File: src/rtl/crc32_tail_pkg.sv
package crc32_tail_pkg;

   localparam int CRC_W      = 32;
   localparam int MAX_DATA_W = 64;
   localparam int BYTE_W     = 8;

   typedef logic [CRC_W-1:0] crc_t;

   // Advance a remainder over the first nbytes bytes of data, byte 0 first,
   // each byte most-significant bit first (shift-left division).
   function automatic crc_t crc_advance(crc_t crc, logic [MAX_DATA_W-1:0] data,
                                        int nbytes, crc_t poly);
      crc_t r;
      logic fb;
      r = crc;
      for (int b = 0; b < MAX_DATA_W/BYTE_W; b++) begin
         if (b < nbytes) begin
            for (int i = BYTE_W-1; i >= 0; i--) begin
               fb = r[CRC_W-1] ^ data[b*BYTE_W+i];
               r  = {r[CRC_W-2:0], 1'b0};
               if (fb) r = r ^ poly;
            end
         end
      end
      return r;
   endfunction

endpackage

File: src/rtl/crc32_lane_net.sv
module crc32_lane_net
   import crc32_tail_pkg::*;
#(
   parameter int   NBYTES = 8,
   parameter crc_t POLY   = 32'h04C11DB7,
   localparam int  IN_W   = NBYTES*BYTE_W
) (
   input  logic            en_i,
   input  crc_t            crc_i,
   input  logic [IN_W-1:0] data_i,
   output crc_t            crc_o
);

   logic [MAX_DATA_W-1:0] data_iso;
   crc_t                  crc_iso;

   // Operand isolation: a disabled network sees constant zero inputs.
   always_comb begin
      data_iso = '0;
      crc_iso  = '0;
      if (en_i) begin
         data_iso[IN_W-1:0] = data_i;
         crc_iso            = crc_i;
      end
   end

   assign crc_o = crc_advance(crc_iso, data_iso, NBYTES, POLY);

endmodule

File: src/rtl/crc32_tail_mux.sv
module crc32_tail_mux
   import crc32_tail_pkg::*;
#(
   parameter int  LANES = 8,
   localparam int CNT_W = $clog2(LANES+1)
) (
   input  logic [LANES-1:0][CRC_W-1:0] cand_i,
   input  logic [CNT_W-1:0]            used_i,
   output crc_t                        crc_o
);

   always_comb begin
      crc_o = cand_i[LANES-1];
      for (int k = 0; k < LANES-1; k++) begin
         if (used_i == CNT_W'(k+1)) crc_o = cand_i[k];
      end
   end

endmodule

File: src/rtl/crc32_tail_enc.sv
module crc32_tail_enc
   import crc32_tail_pkg::*;
#(
   parameter int   DATA_W  = 64,
   parameter int   LANE_W  = 8,
   parameter crc_t POLY    = 32'h04C11DB7,
   parameter crc_t INIT    = 32'hFFFFFFFF,
   parameter crc_t XOR_OUT = 32'hFFFFFFFF,
   localparam int  LANES   = DATA_W/LANE_W,
   localparam int  CNT_W   = $clog2(LANES+1)
) (
   input  logic              clk_i,
   input  logic              rst_ni,
   input  logic              valid_i,
   input  logic              sof_i,
   input  logic              eop_i,
   input  logic [CNT_W-1:0]  bcnt_i,
   input  logic [DATA_W-1:0] data_i,
   output logic [CRC_W-1:0]  fcs_o,
   output logic              done_o
);

   if (LANE_W != BYTE_W) begin : g_bad_lane
      $error("LANE_W must be one byte");
   end
   if (DATA_W % LANE_W != 0) begin : g_bad_div
      $error("DATA_W must be a whole number of lanes");
   end
   if (DATA_W > MAX_DATA_W) begin : g_bad_wide
      $error("DATA_W exceeds package limit");
   end
   if (LANES < 2) begin : g_bad_lanes
      $error("at least two lanes required");
   end

   crc_t                        crc_q;
   crc_t                        fcs_q;
   logic                        done_q;
   crc_t                        base;
   crc_t                        next;
   logic [CNT_W-1:0]            used;
   logic [LANES-1:0][CRC_W-1:0] cand;
   logic [LANES-2:0]            narrow_en;

   assign base = sof_i ? INIT : crc_q;

   // Lanes consumed this word: honour the count only on the closing word.
   always_comb begin
      used = CNT_W'(LANES);
      if (eop_i && (bcnt_i != '0) && (bcnt_i < CNT_W'(LANES))) used = bcnt_i;
   end

   for (genvar k = 0; k < LANES; k++) begin : g_net
      logic en;
      if (k == LANES-1) begin : g_full
         assign en = valid_i;
      end else begin : g_tail
         assign en           = valid_i && eop_i && (used == CNT_W'(k+1));
         assign narrow_en[k] = en;
      end
      crc32_lane_net #(
         .NBYTES(k+1),
         .POLY  (POLY)
      ) u_net (
         .en_i  (en),
         .crc_i (base),
         .data_i(data_i[(k+1)*LANE_W-1:0]),
         .crc_o (cand[k])
      );
   end

   crc32_tail_mux #(
      .LANES(LANES)
   ) u_mux (
      .cand_i(cand),
      .used_i(used),
      .crc_o (next)
   );

   always_ff @(posedge clk_i or negedge rst_ni) begin
      if (!rst_ni) begin
         crc_q  <= '0;
         fcs_q  <= '0;
         done_q <= 1'b0;
      end else begin
         done_q <= valid_i && eop_i;
         if (valid_i) crc_q <= next;
         if (valid_i && eop_i) fcs_q <= next ^ XOR_OUT;
      end
   end

   assign fcs_o  = fcs_q;
   assign done_o = done_q;

endmodule

File: config.mk
export PLATFORM = sky130hd
export DESIGN_NAME = crc32_tail_enc
export DESIGN_NICKNAME = d
export VERILOG_FILES = /design/src/rtl/crc32_tail_pkg.sv /design/src/rtl/crc32_lane_net.sv /design/src/rtl/crc32_tail_mux.sv /design/src/rtl/crc32_tail_enc.sv
export SDC_FILE = /design/constraint.sdc
export NUM_CORES = 1
export LEC_CHECK = 0
export BUFFER_PORTS_ARGS = -buffer_cell sky130_fd_sc_hd__clkbuf_2
export CAP_MARGIN = 20
export CELL_PAD_IN_SITES_DETAIL_PLACEMENT = 1
export CELL_PAD_IN_SITES_GLOBAL_PLACEMENT = 1
export CORE_ASPECT_RATIO = 1.1
export CORE_MARGIN = 3
export CORE_UTILIZATION = 30
export CTS_BUF_LIST = sky130_fd_sc_hd__clkbuf_16
export DETAILED_ROUTE_END_ITERATION = 7
export GPL_ROUTABILITY_DRIVEN = 0
export GPL_TIMING_DRIVEN = 0
export PLACE_DENSITY_LB_ADDON = 0.1
export SLEW_MARGIN = 10
export SYNTH_ARGS = -nofsm -noshare
export SYNTH_HDL_FRONTEND = slang
export SYNTH_SLANG_ARGS = --single-unit
File: constraint.sdc
create_clock -name clk_i -period 11.9 [get_ports clk_i]
set_input_delay 0.595 -clock clk_i [delete_from_list [all_inputs] [get_ports clk_i]]
set_output_delay 0.595 -clock clk_i [all_outputs]
set_load 0.02 [all_outputs]
==> key figures <==
Yosys
  – Post-Syn Instances: ~2.3k
  – Multiplexer area fraction after synthesis: 1.56%
  – Synth Flop Type: dfrtp_1
  – EDFF count, synth: 0
  – Compound-Gate Fraction of Synth Area: 7.42%
  – Largest family of logic cells by synthesized area: XOR/XNOR gates
  – Post-Synth Simple-Gate Area: 6.86%
  – Largest area contributor in the netlist: xnor2_1
  – Synth top area cells: xnor2_1 (32%), xnor3_1 (20%), xor2_1 (11%)
  – Synthesized area: 22600 sq um
  – Yosys warning total: 0
  – Synth cell types: 65
  – Syn Nets: approximately 2.4k
  – Adder-Cell Fraction of Synth Area: 0%
  – Syn_area_per_cell: 9.89 sq um
  – Async SR Flop Fraction: 100%
  – Seq cells post-synth: between 60 and 70
  – Register area share after synthesis: 7.20%
  – Top cell type's share of synthesized area: a little under a third
  – XOR/XNOR Fraction of Synth Area: about three quarters

CTS
  – Clock transition at path regs: ~0.060 ns
  – Max H-tree Level: 3
  – # hold bufs at CTS: 0
  – CTS max path bufs: 2
  – CTS Buf Count: 9
  – Total setup buffers inserted after CTS: 0
  – Latest clock arrival within the worst-skew pair: 0.33 ns
  – CTS sink count: 65
  – Root Driver: clkbuf_16
  – CTS tree: yes
  – Resized cells post-CTS: 0

Die
  – Chip Width: 268 microns
  – Row count: 104
  – Ports: 106
  – Initial Utilization: 30.6%
  – Full die area: around 80000 sq um
  – Area of the core: between 70000 and 80000 sq um
  – Die height: between 200 and 300 microns

Timing
  – Final Hold Fails: 0
  – Sum Neg Setup Slack: 0 ns
  – Unrepaired setup endpoints after global routing: no
  – Fmax: 0.0989 GHz
  – Worst Max-Slew Pin Slew: 1.23 ns
  – Max_slew headroom: approximately 18%
  – Minimum clock period: 10.11 ns
  – Worst Skew: 0.00666 ns
  – Final setup vio count: 0
  – Final slew viol count: 0
  – Crit share post-route: about 85%

Drt
  – ANT nets after route: 0
  – Met3 wire length: 5480 microns
  – Drt total wl: roughly 110000 microns
  – Routed vias: 18.0k
  – DRT Pass-1 Iters: 5
  – Routed wl met2: 51200 microns
  – Post-route DRC: 0
  – Max layer used: met5
  – Violation count after the first detailed-route iteration: 1891
  – M1 wire length: about 50000 microns
  – Average wire per standard cell: 33.6 microns
  – Routed vias/inst: 5.34

Outcome
  – Outcome: finished, final reports clean

GRT
  – Largest net degree at the start of global routing: 60
  – Initial antenna violation count: 2
  – Overall routing resource usage: about 28%
  – Vias in the first global route: between 15k and 20k
  – Total grt overflow: 0
  – First-pass GRT wire length: about 150000 microns

Critical path
  – Crit path kind: primary input to register
  – Crit end category: register
  – Crit Path Max Fanout: 10
  – Critical Path AT: 10.33 ns
  – Critical Path RT: approximately 12 ns
  – Critical Path Start Type: primary input

Layout
  – Final #Nets: 2477
  – Synthesis-to-layout area growth: 9.77%
  – N_diodes: 0
  – Layout cells sized above 1: 12.6%

Placed design
  – DP Wirelength: 96500 microns
  – I/O Buffers: 98

Job
  – Max cap viols: 0

Worst hold path
  – Hold Path Class: primary input to asynchronous set/reset pin
[state kept, by name (all words and copies together), names as in the netlist]
name / cells
done_o: 1
fcs_o: 32
crc_q: 32
[cell usage in the layout, fill, tap and decap left out, drive strengths merged, types with 16 or more instances in the layout]
master  Yosys  routed
a21oi      70      70
buf        44      55
clkbuf     63     170
nand2     172     172
xnor2     874     874
xor3       36      36
xnor3     213     213
o21ai      91      91
dfrtp      65      65
xor2      314     314
mux2       26      26
nor2      137     137
a31oi      16      16
o221ai     16      16
[critical path: stages]
cell	delay [ns]
clkbuf_2	0.10
buf_4	0.19
buf_6	0.16
clkbuf_1	0.34
nand2b_1	0.30
xnor2_1	0.30
xnor2_2	0.62
xnor3_1	0.51
xnor2_2	0.49
xnor3_1	0.80
xnor2_2	0.94
xnor3_1	0.55
nor2_1	0.15
xnor2_1	0.10
xnor2_1	0.53
xor3_1	0.58
xnor2_2	0.31
xor3_1	0.51
xnor2_1	0.44
nor4_1	0.14
nor4_1	1.00
o21ai_1	0.30
mux2_2	0.34
[layout make-up]
cell class | instances | area (sq um)
Buffer | 107 | 499
Clock buffer | 9 | 225
Clock inverter | 7 | 140
Fill cell | 8454 | 49100
Inverter | 3 | 11.3
Multi-Input combinational cell | 2108 | 20500
Sequential cell | 65 | 1630
Tap cell | 954 | 1190
Timing Repair Buffer | 110 | 616
[per-stage QoR]
step                cell area (sq um)  std cells  util [%]  worst slack, ns  hold slack, ns
detailed placement              24400       3344      33.0             1.75           0.452
global placement                24300       3335      32.8             1.71           0.469
finish                          24800       3363      33.5             1.79          0.0957
global route                    24800       3363      33.5             1.80          0.0878
floorplan                       22600       2283         -             4.60           0.299
CTS                             24800       3360      33.5             1.91          0.0844
[synthesized netlist by cell type (4+ instances only)]
| master | number |
|---|---|
| xnor2_4 | 14 |
| nor2b_1 | 5 |
| o21ai_1 | 11 |
| buf_2 | 21 |
| o22ai_1 | 10 |
| nor2_1 | 135 |
| nor4_1 | 6 |
| xnor3_1 | 199 |
| xnor2_1 | 813 |
| clkbuf_1 | 63 |
| xor3_1 | 36 |
| o211ai_1 | 10 |
| buf_1 | 6 |
| nand2_1 | 166 |
| nand3_1 | 7 |
| mux2i_1 | 6 |
| xor2_1 | 292 |
| a2111oi_0 | 4 |
| a21oi_1 | 70 |
| mux2_2 | 26 |
| xnor2_2 | 47 |
| nor3_1 | 10 |
| a22oi_1 | 7 |
| and2_1 | 6 |
| a22o_1 | 4 |
| buf_4 | 15 |
| a31oi_1 | 16 |
| o221ai_1 | 16 |
| xnor3_2 | 14 |
| nand2_2 | 5 |
| o21ai_0 | 80 |
| a221oi_1 | 12 |
| xor2_2 | 21 |
| nand2b_1 | 12 |
| dfrtp_1 | 65 |
| o22a_1 | 4 |
| a211oi_1 | 7 |
[cells by family (layout without fill, tap and decap cells)]
logic type,after synthesis,in the layout
and+or+nand+nor,369,369
muxes,32,32
xor gates and xnor gates,1437,1437
AOI/OAI and AO/OA,270,270
buffers and inverters,110,236
DFF,65,65
[worst paths after layout]
path	end	cells after the start	startpoint	slack [ns]
max in group asynchronous	crc_q[17]	2	rst_ni	11.30
max reg2reg	crc_q[5]	21	crc_q[31]	1.83
max	crc_q[5]	23	sof_i	1.79
min	crc_q[22]	1	rst_ni	0.1
min in group clk_i	fcs_o[23]	2	fcs_o[23]	0.48
min reg2reg	fcs_o[23]	2	fcs_o[23]	0.48
[layer usage]
metal / global-route usage, % / vias to the layer above
met1: 39.1 / 9255
met4: 13.9 / 2
li1: - / 7769
met2: 45.3 / 744
met5: 0 / -
met3: 1.58 / 185
Power is not shown: default switching activity piles up to over one toggle a cycle in this logic, so the estimate is an artifact.
